$ cat config.mk
export PLATFORM = sky130hd
export DESIGN_NAME = mem_rst_sequencer
export DESIGN_NICKNAME = d
export VERILOG_FILES = /design/src/rtl/rstseq_pkg.sv /design/src/rtl/rstseq_cfg.sv /design/src/rtl/rstseq_timer.sv /design/src/rtl/rstseq_ctrl.sv /design/src/rtl/mem_rst_sequencer.sv
export SDC_FILE = /design/constraint.sdc
export NUM_CORES = 1
export LEC_CHECK = 0
export BUFFER_PORTS_ARGS = -buffer_cell sky130_fd_sc_hd__buf_4
export CAP_MARGIN = 20
export CORE_AREA = 3 3 97 99
export DETAILED_ROUTE_END_ITERATION = 7
export DIE_AREA = 0 0 100 102
export PLACE_DENSITY = 0.74
export SYNTH_ARGS = -nofsm -noshare
export SYNTH_HDL_FRONTEND = slang
export SYNTH_SLANG_ARGS = --single-unit
$ cat constraint.sdc
create_clock -name clk -period 3.8 [get_ports clk]
set_input_delay 0.38 -clock clk [delete_from_list [all_inputs] [get_ports clk]]
set_output_delay 0.38 -clock clk [all_outputs]
set_load 0.1 [all_outputs]
$ cat src/rtl/rstseq_pkg.sv
package rstseq_pkg;

   typedef enum logic [2:0] {
      ST_IDLE,
      ST_WPHY,
      ST_WCTL,
      ST_WANA,
      ST_WDIG,
      ST_REL,
      ST_DONE
   } seq_state_e;

   // 1 = released (high on the pin), 0 = held in reset
   typedef struct packed {
      logic ctl;
      logic phy;
      logic ana;
      logic dig;
      logic done;
   } rel_vec_t;

   function automatic rel_vec_t state_outputs(input seq_state_e s);
      rel_vec_t v;
      v = '0;
      case (s)
         ST_WCTL: v.phy = 1'b1;
         ST_WANA: begin v.phy = 1'b1; v.ctl = 1'b1; end
         ST_WDIG: begin v.phy = 1'b1; v.ctl = 1'b1; v.ana = 1'b1; end
         ST_REL:  begin v.phy = 1'b1; v.ctl = 1'b1; v.ana = 1'b1; v.dig = 1'b1; end
         ST_DONE: begin v.phy = 1'b1; v.ctl = 1'b1; v.ana = 1'b1; v.dig = 1'b1; v.done = 1'b1; end
         default: v = '0;
      endcase
      return v;
   endfunction

endpackage

$ cat src/rtl/rstseq_cfg.sv
module rstseq_cfg #(
   parameter int CNT_W       = 16,
   parameter int MIN_DIG_GAP = 1000
) (
   input  logic             clk,
   input  logic             rst_n,
   input  logic             capture,
   input  logic [CNT_W-1:0] dly_phy,
   input  logic [CNT_W-1:0] dly_ctl,
   input  logic [CNT_W-1:0] dly_ana,
   input  logic [CNT_W-1:0] dly_dig,
   output logic [CNT_W-1:0] phy_now,
   output logic [CNT_W-1:0] ctl_q,
   output logic [CNT_W-1:0] ana_q,
   output logic [CNT_W-1:0] dig_q
);

   localparam logic [CNT_W-1:0] ONE_C = CNT_W'(1);
   localparam logic [CNT_W-1:0] GAP_C = CNT_W'(MIN_DIG_GAP);

   function automatic logic [CNT_W-1:0] at_least(input logic [CNT_W-1:0] v,
                                                  input logic [CNT_W-1:0] m);
      return (v < m) ? m : v;
   endfunction

   // a zero count is raised to one; R6: digital gap has a floor
   assign phy_now = at_least(dly_phy, ONE_C);

   always_ff @(posedge clk or negedge rst_n) begin
      if (!rst_n) begin
         ctl_q <= ONE_C;
         ana_q <= ONE_C;
         dig_q <= GAP_C;
      end else if (capture) begin
         ctl_q <= at_least(dly_ctl, ONE_C);
         ana_q <= at_least(dly_ana, ONE_C);
         dig_q <= at_least(dly_dig, GAP_C);
      end
   end

   // the held values move only on a capture
   assert_cfg_hold_R9: assert property (@(posedge clk) disable iff (!rst_n)
      !capture |=> $stable(ctl_q) && $stable(ana_q) && $stable(dig_q));

   assert_dig_floor_R6: assert property (@(posedge clk) disable iff (!rst_n)
      capture |=> dig_q >= GAP_C);

endmodule

$ cat src/rtl/rstseq_timer.sv
module rstseq_timer #(
   parameter int CNT_W = 16
) (
   input  logic             clk,
   input  logic             rst_n,
   input  logic             load,
   input  logic [CNT_W-1:0] load_val,
   output logic             expired
);

   logic [CNT_W-1:0] cnt_q;

   // a load of N makes expired true N cycles later
   always_ff @(posedge clk or negedge rst_n) begin
      if (!rst_n)               cnt_q <= '0;
      else if (load)            cnt_q <= load_val - CNT_W'(1);
      else if (cnt_q != '0)     cnt_q <= cnt_q - CNT_W'(1);
   end

   assign expired = (cnt_q == '0);

   assert_load_nonzero_R10: assert property (@(posedge clk) disable iff (!rst_n)
      load |-> load_val != '0);

   assert_count_down_R3: assert property (@(posedge clk) disable iff (!rst_n)
      (!load && !expired) |=> cnt_q == $past(cnt_q) - CNT_W'(1));

endmodule

$ cat src/rtl/rstseq_ctrl.sv
module rstseq_ctrl
   import rstseq_pkg::*;
#(
   parameter int CNT_W       = 16,
   parameter int MIN_DIG_GAP = 1000
) (
   input  logic             clk,
   input  logic             rst_n,
   input  logic             start,
   input  logic             expired,
   input  logic [CNT_W-1:0] phy_now,
   input  logic [CNT_W-1:0] ctl_q,
   input  logic [CNT_W-1:0] ana_q,
   input  logic [CNT_W-1:0] dig_q,
   output logic             accept,
   output logic             load,
   output logic [CNT_W-1:0] load_val,
   output rel_vec_t         vec_d,
   output rel_vec_t         vec_q
);

   seq_state_e state_q, state_d;

   assign accept = start && (state_q == ST_IDLE || state_q == ST_DONE);

   always_comb begin
      state_d  = state_q;
      load     = 1'b0;
      load_val = phy_now;
      case (state_q)
         ST_IDLE, ST_DONE: if (accept) begin
            state_d = ST_WPHY; load = 1'b1; load_val = phy_now;
         end
         ST_WPHY: if (expired) begin
            state_d = ST_WCTL; load = 1'b1; load_val = ctl_q;
         end
         ST_WCTL: if (expired) begin
            state_d = ST_WANA; load = 1'b1; load_val = ana_q;
         end
         ST_WANA: if (expired) begin
            state_d = ST_WDIG; load = 1'b1; load_val = dig_q;
         end
         ST_WDIG: if (expired) state_d = ST_REL;
         ST_REL:  state_d = ST_DONE;
         default: state_d = ST_IDLE;
      endcase
   end

   assign vec_d = state_outputs(state_d);

   always_ff @(posedge clk or negedge rst_n) begin
      if (!rst_n) begin
         state_q <= ST_IDLE;
         vec_q   <= state_outputs(ST_IDLE);
      end else begin
         state_q <= state_d;
         vec_q   <= vec_d;
      end
   end

   // gap observer: cycles from analog release to digital release
   logic [CNT_W-1:0] gap_cnt;
   always_ff @(posedge clk or negedge rst_n) begin
      if (!rst_n)                         gap_cnt <= '0;
      else if (!vec_q.ana)                gap_cnt <= '0;
      else if (!vec_q.dig && gap_cnt != '1) gap_cnt <= gap_cnt + CNT_W'(1);
   end

   assert_dig_gap_R6: assert property (@(posedge clk) disable iff (!rst_n)
      $rose(vec_q.dig) |-> gap_cnt >= CNT_W'(MIN_DIG_GAP));

   assert_accept_holds_R2: assert property (@(posedge clk) disable iff (!rst_n)
      accept |=> !vec_q.phy && !vec_q.ctl && !vec_q.done);

   assert_busy_ignore_R8: assert property (@(posedge clk) disable iff (!rst_n)
      (start && !accept && state_q != ST_WPHY) |=> state_q != ST_WPHY);

   assert_done_after_dig_R7: assert property (@(posedge clk) disable iff (!rst_n)
      $rose(vec_q.done) |-> $past(vec_q.dig));

   assert_order_ctl_R12: assert property (@(posedge clk) disable iff (!rst_n)
      vec_q.ctl |-> vec_q.phy);

   assert_order_dig_R12: assert property (@(posedge clk) disable iff (!rst_n)
      vec_q.dig |-> vec_q.ana);

endmodule

$ cat src/rtl/mem_rst_sequencer.sv
module mem_rst_sequencer
   import rstseq_pkg::*;
#(
   parameter int LANES       = 2,
   parameter int CNT_W       = 16,
   parameter int MIN_DIG_GAP = 1000
) (
   input  logic             clk,
   input  logic             rst_n,
   input  logic             start_i,
   input  logic [CNT_W-1:0] dly_phy_i,
   input  logic [CNT_W-1:0] dly_ctl_i,
   input  logic [CNT_W-1:0] dly_ana_i,
   input  logic [CNT_W-1:0] dly_dig_i,
   output logic [LANES-1:0] ctl_rst_no,
   output logic [LANES-1:0] phy_rst_no,
   output logic             ana_rst_no,
   output logic             dig_rst_no,
   output logic             done_o
);

   if (LANES < 1) begin : g_bad_lanes
      $error("LANES must be at least 1");
   end
   if (CNT_W < 2 || CNT_W > 32) begin : g_bad_width
      $error("CNT_W must lie in 2..32");
   end
   if (MIN_DIG_GAP < 1 || longint'(MIN_DIG_GAP) >= (longint'(1) << CNT_W)) begin : g_bad_gap
      $error("MIN_DIG_GAP must be nonzero and fit in CNT_W bits");
   end

   logic             accept, load, expired;
   logic [CNT_W-1:0] load_val, phy_now, ctl_q, ana_q, dig_q;
   rel_vec_t         vec_d, vec_q;

   rstseq_cfg #(.CNT_W(CNT_W), .MIN_DIG_GAP(MIN_DIG_GAP)) u_cfg (
      .clk(clk), .rst_n(rst_n), .capture(accept),
      .dly_phy(dly_phy_i), .dly_ctl(dly_ctl_i),
      .dly_ana(dly_ana_i), .dly_dig(dly_dig_i),
      .phy_now(phy_now), .ctl_q(ctl_q), .ana_q(ana_q), .dig_q(dig_q)
   );

   rstseq_timer #(.CNT_W(CNT_W)) u_timer (
      .clk(clk), .rst_n(rst_n), .load(load), .load_val(load_val),
      .expired(expired)
   );

   rstseq_ctrl #(.CNT_W(CNT_W), .MIN_DIG_GAP(MIN_DIG_GAP)) u_ctrl (
      .clk(clk), .rst_n(rst_n), .start(start_i), .expired(expired),
      .phy_now(phy_now), .ctl_q(ctl_q), .ana_q(ana_q), .dig_q(dig_q),
      .accept(accept), .load(load), .load_val(load_val),
      .vec_d(vec_d), .vec_q(vec_q)
   );

   // one flop per lane so each reset bit drives its own load
   for (genvar i = 0; i < LANES; i++) begin : g_lane
      always_ff @(posedge clk or negedge rst_n) begin
         if (!rst_n) begin
            ctl_rst_no[i] <= 1'b0;
            phy_rst_no[i] <= 1'b0;
         end else begin
            ctl_rst_no[i] <= vec_d.ctl;
            phy_rst_no[i] <= vec_d.phy;
         end
      end
   end

   assign ana_rst_no = vec_q.ana;
   assign dig_rst_no = vec_q.dig;
   assign done_o     = vec_q.done;

   assert_lanes_ctl_R11: assert property (@(posedge clk) disable iff (!rst_n)
      $countones(ctl_rst_no) == 0 || $countones(ctl_rst_no) == LANES);

   assert_lanes_phy_R11: assert property (@(posedge clk) disable iff (!rst_n)
      $countones(phy_rst_no) == 0 || $countones(phy_rst_no) == LANES);

   assert_lane_vs_core_R12: assert property (@(posedge clk) disable iff (!rst_n)
      ctl_rst_no[0] |-> phy_rst_no[0]);

   assert_done_all_up_R7: assert property (@(posedge clk) disable iff (!rst_n)
      done_o |-> (&ctl_rst_no) && (&phy_rst_no) && ana_rst_no && dig_rst_no);

endmodule

# Word level (Yosys, flattened, before mapping)
# Cells that the tools add are included.
dict set report classes {
  addsub 2
  order_cmp 4
  n_eq_ne 11
  n_mux 24
  n_reduce_logical 12
}
# cell n
set op_table {}
lappend op_table {{16-bit 2-to-1 mux} 9}
lappend op_table {{16-bit by 1-bit less-than comparator with 1-bit output, second input constant} 3}
lappend op_table {{16-bit one-hot mux with 3 select lines} 1}
lappend op_table {{16-bit by 1-bit subtractor with 16-bit output, second input constant} 2}
lappend op_table {{3-bit == test, second input constant} 6}
lappend op_table {{3-bit one-hot mux with 6 select lines} 1}
lappend op_table {{16-bit zero test} 1}
lappend op_table {{16-bit by 10-bit less-than comparator with 1-bit output, second input constant} 1}
lappend op_table {{16-bit nonzero test} 1}
lappend op_table {{3-bit 2-to-1 mux} 5}
lappend op_table {{3-bit by 2-bit == test with 1-bit output, second input constant} 4}
lappend op_table {{1-bit 2-to-1 mux} 7}
lappend op_table {{3-bit OR reduction} 2}
lappend op_table {{5-bit OR reduction} 1}
lappend op_table {{2-bit OR reduction} 2}
lappend op_table {{4-bit OR reduction} 1}
lappend op_table {{3-bit by 1-bit == test with 1-bit output, second input constant} 1}
lappend op_table {{3-bit zero test} 1}
lappend op_table {{1-bit one-hot mux with 2 select lines} 1}
lappend op_table {{2-bit nonzero test} 1}
lappend op_table {{1-bit logical AND} 1}
lappend op_table {{1-bit logical OR} 1}
dict set report word_totals {
  out_inout_bits 7
  inputBits 67
  ff_bits 72
}

# Longest topological paths before layout
# Gate-level depths: netlist of run 1.
dict set report depth {
  depth_word 8
  mapped_depth 14
  ltp_nobuf 10
}

# Hierarchy
# A second synthesis of run 1 with hierarchy kept.
dict set report hier_totals {
  hier_cells 414
  area_unflattened_um2 4335.4
}
# mod area_each_um2 instances cells_per_inst
set modules_own_cells {}
lappend modules_own_cells {rstseq_cfg 2011.9 1 161}
lappend modules_own_cells {rstseq_timer 1197.4 1 129}
lappend modules_own_cells {rstseq_ctrl 1061.0 1 120}
lappend modules_own_cells {mem_rst_sequencer 65.1 1 4}

# Least setup slack after synthesis of run 1
# No wires, ideal clock.
dict set report synth_timing {
  path_kind {register to register}
  from {register u_ctrl.state_q[1]}
  to {register u_timer.cnt_q[10]}
  stages_incl_launch_ff 15
  period_less_slack_ps 2794
  slack_ps 1006
  t_arrival_ps 2666
  setup_time_ps 128
  cell_sequence {dfrtp_1 -> buf_2 -> xnor2_1 -> nand2_1 -> buf_2 -> buf_2 -> clkbuf_1 -> nor2_1 -> nor2_1 -> a21oi_1 -> ha_1 -> o21ai_0 -> a21o_1 -> nor3_1 -> mux2_1}
}
dict set report synth_between {
  elab_chain_cells 6
  elab_cells_between_ends 15
}
# element line_no
set synth_rtl {}
lappend synth_rtl {{start, declared} rstseq_ctrl.sv:22} ;# seq_state_e state_q, state_d;
lappend synth_rtl {{start signal, assigned} rstseq_ctrl.sv:56} ;# state_q <= state_d;
lappend synth_rtl {{branches (longest 6 deep; another with 16-bit by 1-bit subtractor with 16-bit output)} -}
lappend synth_rtl {{end signal, assigned} rstseq_timer.sv:16} ;# else if (load) cnt_q <= load_val - CNT_W'(1);
lappend synth_rtl {{end signal, assigned} rstseq_timer.sv:17} ;# else if (cnt_q != '0) cnt_q <= cnt_q - CNT_W'(1);
lappend synth_rtl {{end, declared} rstseq_timer.sv:11} ;# logic [CNT_W-1:0] cnt_q;
# Parallel ways; which one is timed is not known.
# A chain may end at the register's enable or synchronous reset.

# Worst setup path in the final report of run 1
dict set report layout_timing {
  from {register u_ctrl.state_q[1]}
  to {register u_timer.cnt_q[12]}
}
# Same word-level chain as after synthesis.

==> impl_metrics.yaml, run 1 <==
run_status:
  status: "finished, final reports clean"
power:
  p_clk_share_pct: 34.5
  netSwitchingFraction_pct: 28.5
  comb_power_share_pct: 18.3
  power_frac_seq_pct: 47.2
  cellPowerDensity_mw_per_mm2: 406
  ir_worst_vdd_v: 0.000181
  p_leak_nw: 2.34
  power.internal_mw: 1.39
  switching_power_uw: 557
yosys:
  synthFlopType: "dfrtp_1"
  synthDistinctLibCells: 54
  syn_nets: 521
  synth_edf_count: 0
  synth-seq-cells: 72
  syn-instance-count: 453
  ys.warnings.count: 0
  synth_top_area_share_pct: 40.5
  yosysSeqAreaShare_pct: 45.8
  yosys.area.top_type: "dfrtp_1"
  synth_area_leaders: "dfrtp_1 (40%), nand2_1 (12%), dfstp_2 (5.3%)"
  avgSynthCellArea_um2: 8.74
  synth_area_mm2: 0.00396
  async_flop_share_pct: 100
layout:
  n_antenna_cell: 0
  final_net_count: 588
  utilization_pct: 55.7
  fillers: 766
  drive_above_1_share_pct: 22.9
  area_delta_synth_final_pct: 21.4
global_route:
  grt_use_total_pct: 21.2
  busiest_layer: "met2"
  grt_pass1_vias: 3300
  grt_pass1_wl_um: 16900
  antenna_found_initial: 0
  overflow: 0
  globalRouteMet1Util_pct: 30.9
  grtUsageMet3_pct: 3.07
  met2_usage_pct: 32.8
  grt_max_degree: 73
routing:
  ant_nets: 0
  drt-total-wl_um: 10400
  route.detailed.drc: 0
  drtIter0Drc: 169
  routedWlPerCell_um: 16.4
  drt-vias-per-instance: 5.64
  num_vias: 3572
  firstDrtPassIters: 5
die:
  fp.dieH_um: 102
  num_io_pins: 74
  initial_core_util_pct: 45.8
  num_rows: 34
  die_area_mm2: 0.0102
  core_mm2: 0.00864
  die_w_um: 100
clock_tree:
  htreeDepth: 3
  cts_inserted_buffers: 9
  cts_sinks: 72
  clock_latency_ps: 350
  cts.clk_slew.worst_paths_ps: 80
  clock_path_buffers: 2
  cts_tree: "yes"
  ctsHoldBuffers: 0
  post_cts_resized: 0
  cts_root_buf: "clkbuf_8"
  post-cts-setup-buffer-count: 0
setup_path:
  cp_cell_sequence: "xnor2_1 -> nand2_2 -> nor2_1 -> o21ai_0 -> a21oi_1 -> ha_1 -> o21ai_0 -> a21o_1 -> nor3_1 -> mux2_1"
  endpoint_kind: "flop"
  cp.arrival_ps: 3270
  crit_fanout: 21
  crit_buf_inv: 0
  crit_family: "simple AND/OR/NAND/NOR gates"
  slowest_delay_ps: 490
  r2r_slack_ps: 750
  required_ps: 4020
  path_common_cell: "o21ai_0"
  ff2ff_path_depth: 10
  slowest_stage: "dfrtp_1"
  worst_r2r_startpoint: "u_ctrl.state_q[1]$_DFF_PN0_"
  rr_endpoint: "u_timer.cnt_q[12]$_DFFE_PN0P_"
  start_kind: "flop"
  critical_path_class: "flop to flop"
flow_run:
  max_cap_viol_count: 0
timing:
  hold_viol: 0
  worstMarginPinSlew_ps: 888
  maxSlewViolCount: 0
  fin_crit_ps: 3050
  worst_slack_ps: 749
  setup_viol: 0
  finClkSkew_ps: 10.9
  fin_tns_setup_ps: 0
  rsz0062_at_grt: "false"
  slew_headroom_pct: 40.8
  finalCritPeriodShare_pct: 80.3
  fmax_mhz: 328
place:
  dp_hpwl_um: 7930
  dpl_worst_slack_ps: 828
  io_buffers: 73
  place_congestion: 0.915
hold_path:
  hold_class: "primary input to asynchronous set/reset pin"
## layer usage
layer  up-vias  share of wire, %
met1      1690                46
met4         0               1.7
met5         -                 0
met2       156                45
met3        17               7.5
li1       1709                 -
## synthesized netlist by cell type, types with 6 or more instances
cell type  instances
mux2i_1           13
dfrtp_1           64
nor2_1            32
a22oi_1            9
buf_2              6
a22o_1             8
dfstp_2            8
clkbuf_1          13
nor4_1            12
o21ai_0           18
mux2_1             9
nand2_1          131
nor3_1            19
a21oi_1           20
## cell families (layout without fill, tap and decap cells)
| logic type | count (synthesis) | count (layout) | share of synthesized area (%) |
|---|---|---|---|
| xor gates and xnor gates | 8 | 8 | 1.77 |
| buffers and inverters | 30 | 102 | 3.60 |
| muxes | 32 | 32 | 9.17 |
| AOI/OAI and AO/OA | 86 | 86 | 14.5 |
| and+or+nand+nor | 224 | 224 | 24.9 |
| DFF | 72 | 72 | 45.8 |
| adders and majority gates | 1 | 1 | 0.316 |
## metrics by stage
step	hold WS (ps)	cell area (um^2)	std cells	total power, mW
2_1_floorplan	84.4	3960	453	1.13
3_3_place_gp	459	4590	617	1.30
3_5_place_dp	458	4590	617	1.29
4_1_cts	181	4810	633	1.96
5_1_grt	225	4810	633	2.05
6_report	135	4810	633	1.95
## state kept, by name, summed over array words and instances, names as in the netlist
register,cells
u_cfg.ana_q,16
u_cfg.ctl_q,16
u_cfg.dig_q,16
u_timer.cnt_q,16
u_ctrl.state_q,3
u_ctrl.vec_q,3
ctl_rst_no,1
phy_rst_no,1
## area by class of cell
class / instances / area, um^2 / area share [%]
clock buffers: 10 / 128 / 2.66
multi-input cells: 351 / 2010 / 41.9
clock inverters: 6 / 92.6 / 1.93
well taps: 108 / 135 / 2.81
inverters: 5 / 18.8 / 0.391
flip-flops and latches: 72 / 1810 / 37.7
repair buffers: 81 / 608 / 12.7
## power groups by stage
stage / sequential [mW] / clock, mW / combinational (mW)
2_1_floorplan: 0.909 / 0 / 0.219
3_3_place_gp: 0.937 / 0 / 0.363
3_5_place_dp: 0.934 / 0 / 0.356
4_1_cts: 0.919 / 0.685 / 0.358
5_1_grt: 0.929 / 0.718 / 0.404
6_report: 0.921 / 0.673 / 0.358
## cells in the final DEF, fill, tap and decap left out, types with 8 or more instances in the layout
cell and n:
nor4_1 12, dfstp_2 8, nand2_1 130, a21oi_1 20
mux2i_1 13, mux2_1 9, nor3_1 19, nor2_1 32
a22oi_1 9, clkbuf_8 9, buf_4 81, o21ai_0 18
dfrtp_1 64, a22o_1 8
## worst register-to-register path, cell delays in order, from the launching register on
cell and delay, ps:
dfrtp_1 490, xnor2_1 350, nand2_2 370, nor2_1 190
o21ai_0 120, a21oi_1 170, ha_1 280, o21ai_0 190
a21o_1 240, nor3_1 180, mux2_1 360
## worst max path at each step
stage               cells past startpoint                         from                       endpoint
floorplan                              14  u_ctrl.state_q[1]$_DFF_PN0_  u_timer.cnt_q[10]$_DFFE_PN0P_
global placement                       10  u_ctrl.state_q[1]$_DFF_PN0_  u_timer.cnt_q[10]$_DFFE_PN0P_
detailed placement                     10  u_ctrl.state_q[1]$_DFF_PN0_  u_timer.cnt_q[10]$_DFFE_PN0P_
CTS                                    10  u_ctrl.state_q[1]$_DFF_PN0_  u_timer.cnt_q[10]$_DFFE_PN0P_
global route                           10  u_ctrl.state_q[1]$_DFF_PN0_  u_timer.cnt_q[10]$_DFFE_PN0P_
finish                                 10  u_ctrl.state_q[1]$_DFF_PN0_  u_timer.cnt_q[12]$_DFFE_PN0P_
Note: power is estimated with default switching activity, not from simulation.
==> run 2: changes to the inputs <==
- clock period: 3.8 -> 2.9 ns (I/O delays scaled with it)
==> run 2 against run 1 <==
Sequential share of layout area shrank 0.43 points. Highest routed layer unchanged. Worst setup slack lost 560 ps. Sequential power grew 32%. Clock skew grew 0.81 ps. Non-clock buffer count grew 6. Fmax grew 12%. Largest power group unchanged. Worst hold slack lost 79 ps. Utilization grew 0.68 points. Critical path type unchanged. Combinational power grew 37%. Via count grew 1.2%. Die area is the same.
==> impl_metrics.yaml, run 2 (synthesis results as in run 1) <==
run_status:
  status: "finished, final reports clean"
routing:
  routedWlPerCell_um: 17.0
  drt-total-wl_um: 10900
  drtIter0Drc: 245
  met3_wirelength_um: 859
  route.detailed.drc: 0
  ant_nets: 0
  drt-vias-per-instance: 5.66
  wirelength_met1_um: 4880
  routed.top_layer: "met4"
  wl_met2_um: 4910
  num_vias: 3615
  firstDrtPassIters: 4
clock_tree:
  clock_path_buffers: 2
  cts_root_buf: "clkbuf_8"
  clock_latency_ps: 350
  post-cts-setup-buffer-count: 0
  cts_inserted_buffers: 9
  cts.clk_slew.worst_paths_ps: 90
  cts_tree: "yes"
  cts_sinks: 72
  htreeDepth: 3
  ctsHoldBuffers: 0
global_route:
  grt_pass1_wl_um: 17600
  grt_use_total_pct: 22.1
  grt_max_degree: 73
  grt_pass1_vias: 3536
  overflow: 0
  antenna_found_initial: 0
timing:
  rsz0062_at_grt: "false"
  maxSlewViolCount: 0
  slew_headroom_pct: 39.3
  worstMarginPinSlew_ps: 910
  fmax_mhz: 369
  finClkSkew_ps: 11.7
  fin_crit_ps: 2710
  whs_ps: 56.7
  finalCritPeriodShare_pct: 93.5
  hold_viol: 0
  setup_viol: 0
  fin_tns_setup_ps: 0
layout:
  mostFrequentLayoutCell: "nand2_1"
  fillers: 771
  final_net_count: 594
  area_delta_synth_final_pct: 22.9
  design_area_mm2: 0.00486
  mostFrequentLayoutCells: "nand2_1 (130), buf_4 (87), dfrtp_1 (63)"
  n_antenna_cell: 0
  drive_above_1_share_pct: 25.2
power:
  p_total_mw: 2.53
  ir_worst_vdd_v: 0.000220
  cellPowerDensity_mw_per_mm2: 521
  p_leak_nw: 2.38
setup_path:
  path_common_cell: "mux2_4"
  crit_buf_inv: 1
  required_ps: 3130
  critical_path_class: "flop to flop"
  slowest_stage: "dfrtp_2"
  slowest_delay_ps: 500
  crit_family: "simple AND/OR/NAND/NOR gates"
  crit_fanout: 10
  endpoint_kind: "flop"
  start_kind: "flop"
  cp_cell_sequence: "buf_4 -> mux2_4 -> a22oi_1 -> and2_1 -> a21oi_2 -> nor4_2 -> or3b_1 -> mux2_4"
  cp.arrival_ps: 2940
die:
  die_area_mm2: 0.0102
  initial_core_util_pct: 45.8
  num_rows: 34
  fp.dieH_um: 102
  num_io_pins: 74
  die_w_um: 100
  core_mm2: 0.00864
place:
  placed_area_mm2: 0.00463
  io_buffers: 73
  dp_hpwl_um: 8100
  place_congestion: 1.01
flow_run:
  max_cap_viol_count: 0
hold_path:
  hold_class: "primary input to asynchronous set/reset pin"
run 2: repair_timing:
item,4_1_cts,5_1_grt
gates resized for setup,0,7
hold endpoints to repair,0,0
endpoints found under the setup margin,0,4
run 2: power by group:
part / switching [mW] / internal, mW
registers: 0.104 / 1.11
logic: 0.258 / 0.231
clock network: 0.404 / 0.424
total: 0.766 / 1.77
run 2: path summary, 6_finish.rpt:
kind | startpoint | end | slack [ps] | cells after the start
worst max-delay path | u_ctrl.state_q[0]$_DFF_PN0_ | u_timer.cnt_q[14]$_DFFE_PN0P_ | 190 | 8
worst min-delay path | rst_n | u_timer.cnt_q[0]$_DFFE_PN0P_ | 60 | 1
worst max register to register | u_ctrl.state_q[0]$_DFF_PN0_ | u_timer.cnt_q[14]$_DFFE_PN0P_ | 190 | 8
max in group asynchronous | rst_n | u_ctrl.state_q[0]$_DFF_PN0_ | 2180 | 1
min in group clk | dly_ctl_i[6] | u_cfg.ctl_q[6]$_DFFE_PN0P_ | 140 | 3
worst min register to register | u_cfg.ctl_q[15]$_DFFE_PN0P_ | u_cfg.ctl_q[15]$_DFFE_PN0P_ | 480 | 2
run 2: per-layer routing:
metal / track usage, % / vias to the layer above
li1: - / 1725
met1: 31.7 / 1705
met2: 33.8 / 163
met3: 3.96 / 22
met4: 7.77 / 0
met5: 0 / -
run 2: through the flow:
stage | std cells | setup slack, ps | utilization [%]
CTS | 639 | 66.6 | 56.0
global placement | 623 | 209 | 53.6
global route | 639 | 11.7 | 56.3
finish | 639 | 188 | 56.3
floorplan | 453 | 106 | -
detailed placement | 623 | 110 | 53.6
run 2: final cells by class:
class / count / area, um^2 / share of cell area [%]
repair buffers: 87 / 653 / 13.4
inverters: 5 / 18.8 / 0.386
multi-input cells: 351 / 2040 / 42.0
clock inverters: 6 / 65.1 / 1.34
flip-flops and latches: 72 / 1810 / 37.3
clock buffers: 10 / 138 / 2.83
well taps: 108 / 135 / 2.78
run 2: worst register-to-register path: cells and delay by family, from the launching register on:
| family | cells | cell delay, ps |
|---|---|---|
| DFF | 1 | 500 |
| muxes | 2 | 620 |
| AOI/OAI and AO/OA | 2 | 250 |
| buffers and inverters | 1 | 230 |
| and+or+nand+nor | 3 | 990 |
==> run 3: changes to the inputs <==
--- a/config.mk
+++ b/config.mk
@@ -9,5 +9,5 @@
 export CAP_MARGIN = 20
-export CORE_AREA = 3 3 97 99
+export CORE_AREA = 2 2 96 98
 export DETAILED_ROUTE_END_ITERATION = 7
-export DIE_AREA = 0 0 100 102
+export DIE_AREA = 0 0 98 100
 export PLACE_DENSITY = 0.74
==> constraint.sdc (replaced) <==
create_clock -name clk -period 2.9 [get_ports clk]
set_input_delay 0.58 -clock clk [delete_from_list [all_inputs] [get_ports clk]]
set_output_delay 0.58 -clock clk [all_outputs]
set_load 0.1 [all_outputs]
==> run 3 against run 2 <==
Final area fell by 0.10%. Flip-flop and latch count unchanged. Fmax fell by 0.24%. Clock skew fell by 4.1 ps. First-iteration DRC count grew 6.9%. Global-route usage increased by 0.097 points. Critical path depth did not move. Routed wire length fell by 3.3%. Clock power decreased by 2.8%. Register-to-register slack hardly changed. Utilization shrank 1.7 points. Largest power group unchanged.
==> impl_metrics.yaml, run 3 (synthesis results as in run 1) <==
routing:
  ant_nets: 0
  firstDrtPassIters: 5
  routedWlPerCell_um: 16.3
  drt-vias-per-instance: 5.57
  routed.top_layer: "met4"
  route.detailed.drc: 0
  wl_met2_um: 4880
  drt-total-wl_um: 10500
  drtIter0Drc: 262
  num_vias: 3588
  wirelength_met1_um: 4820
  met3_wirelength_um: 715
run_status:
  status: "finished, final reports clean"
place:
  dpl_worst_slack_ps: 117
  place_congestion: 0.958
  dp.cells: 628
  placed_area_mm2: 0.00466
  io_buffers: 73
  dp_hpwl_um: 8050
layout:
  final_net_count: 596
  design_area_mm2: 0.00486
  drive_above_1_share_pct: 24.0
  n_antenna_cell: 0
  area_delta_synth_final_pct: 22.8
  utilization_pct: 54.7
  stdcell_count: 644
  fillers: 836
  mostFrequentLayoutCells: "nand2_1 (130), buf_4 (88), dfrtp_1 (64)"
  mostFrequentLayoutCell: "nand2_1"
setup_path:
  slowest_stage: "dfrtp_1"
  r2r_slack_ps: 180
  endpoint_kind: "flop"
  ff2ff_path_depth: 8
  worst_r2r_startpoint: "u_ctrl.state_q[0]$_DFF_PN0_"
  crit_path_start: "u_ctrl.state_q[0]$_DFF_PN0_"
  required_ps: 3130
  rr_endpoint: "u_timer.cnt_q[14]$_DFFE_PN0P_"
  start_kind: "flop"
  crit_family: "simple AND/OR/NAND/NOR gates"
  cp.arrival_ps: 2950
  slowest_delay_ps: 510
  critical_path_class: "flop to flop"
  cp_cell_sequence: "buf_12 -> mux2_1 -> a22oi_1 -> and4_1 -> nand2b_1 -> o21a_1 -> or3b_1 -> mux2_4"
  crit_buf_inv: 1
  crit_fanout: 14
power:
  p_total_mw: 2.49
  ir_worst_vdd_v: 0.000250
  cellPowerDensity_mw_per_mm2: 513
  comb_power_share_pct: 19.3
  power_frac_seq_pct: 48.4
  switching_power_uw: 726
  p_clk_share_pct: 32.3
  p_leak_nw: 2.38
  power.internal_mw: 1.77
  netSwitchingFraction_pct: 29.1
clock_tree:
  cts_tree: "yes"
  clock_latency_ps: 340
  post_cts_resized: 0
  cts_sinks: 72
  ctsHoldBuffers: 0
  cts.clk_slew.worst_paths_ps: 80
  clock_path_buffers: 2
  cts_inserted_buffers: 9
  post-cts-setup-buffer-count: 0
  htreeDepth: 3
  cts_root_buf: "clkbuf_8"
global_route:
  antenna_found_initial: 0
  grt_pass1_wl_um: 17500
  grt_max_degree: 73
  grt_use_total_pct: 22.2
  grt_pass1_vias: 3524
  overflow: 0
timing:
  whs_ps: 358
  fmax_mhz: 368
  worst_slack_ps: 181
  setup_viol: 0
  fin_tns_setup_ps: 0
  rsz0062_at_grt: "false"
  worstMarginPinSlew_ps: 891
  fin_crit_ps: 2720
  slew_headroom_pct: 40.6
  finalCritPeriodShare_pct: 93.8
  hold_viol: 0
  finClkSkew_ps: 7.53
  maxSlewViolCount: 0
die:
  initial_core_util_pct: 44.5
  num_io_pins: 74
  core_mm2: 0.00889
  die_w_um: 98
  fp.dieH_um: 100
  num_rows: 35
  die_area_mm2: 0.00980
hold_path:
  hold_class: "primary input to asynchronous set/reset pin"
flow_run:
  max_cap_viol_count: 0
[run 3: power groups by stage]
stage	Clock [mW]	Combinational (mW)	Sequential (mW)
global placement	0	0.475	1.22
detailed placement	0	0.477	1.22
floorplan	0	0.287	1.19
finish	0.805	0.480	1.21
global route	0.868	0.542	1.22
CTS	0.812	0.479	1.20
[run 3: routing by layer]
metal / up-vias / track usage (%)
li1: 1729 / -
met1: 1724 / 32.1
met2: 127 / 35.0
met3: 8 / 3.76
met4: 0 / 5.56
met5: - / 0
[run 3: worst max path at each step]
stage / endpoint / slack [ps] / cells after the start
after floorplan: u_timer.cnt_q[10]$_DFFE_PN0P_ / 110 / 14
after global placement: u_timer.cnt_q[10]$_DFFE_PN0P_ / 170 / 11
after global routing: u_timer.cnt_q[10]$_DFFE_PN0P_ / 30 / 10
after detailed placement: u_timer.cnt_q[10]$_DFFE_PN0P_ / 120 / 11
final: u_timer.cnt_q[14]$_DFFE_PN0P_ / 180 / 8
after CTS: u_timer.cnt_q[14]$_DFFE_PN0P_ / 210 / 8
[run 3: area by class of cell]
type	instances	area [um^2]	area share, %
multi-input combinational	351	2010	41.4
sequential	72	1810	37.3
timing repair buffer	89	681	14.0
clock buffer	11	141	2.91
tap	111	139	2.86
clock inverter	5	56.3	1.16
inverter	5	18.8	0.386
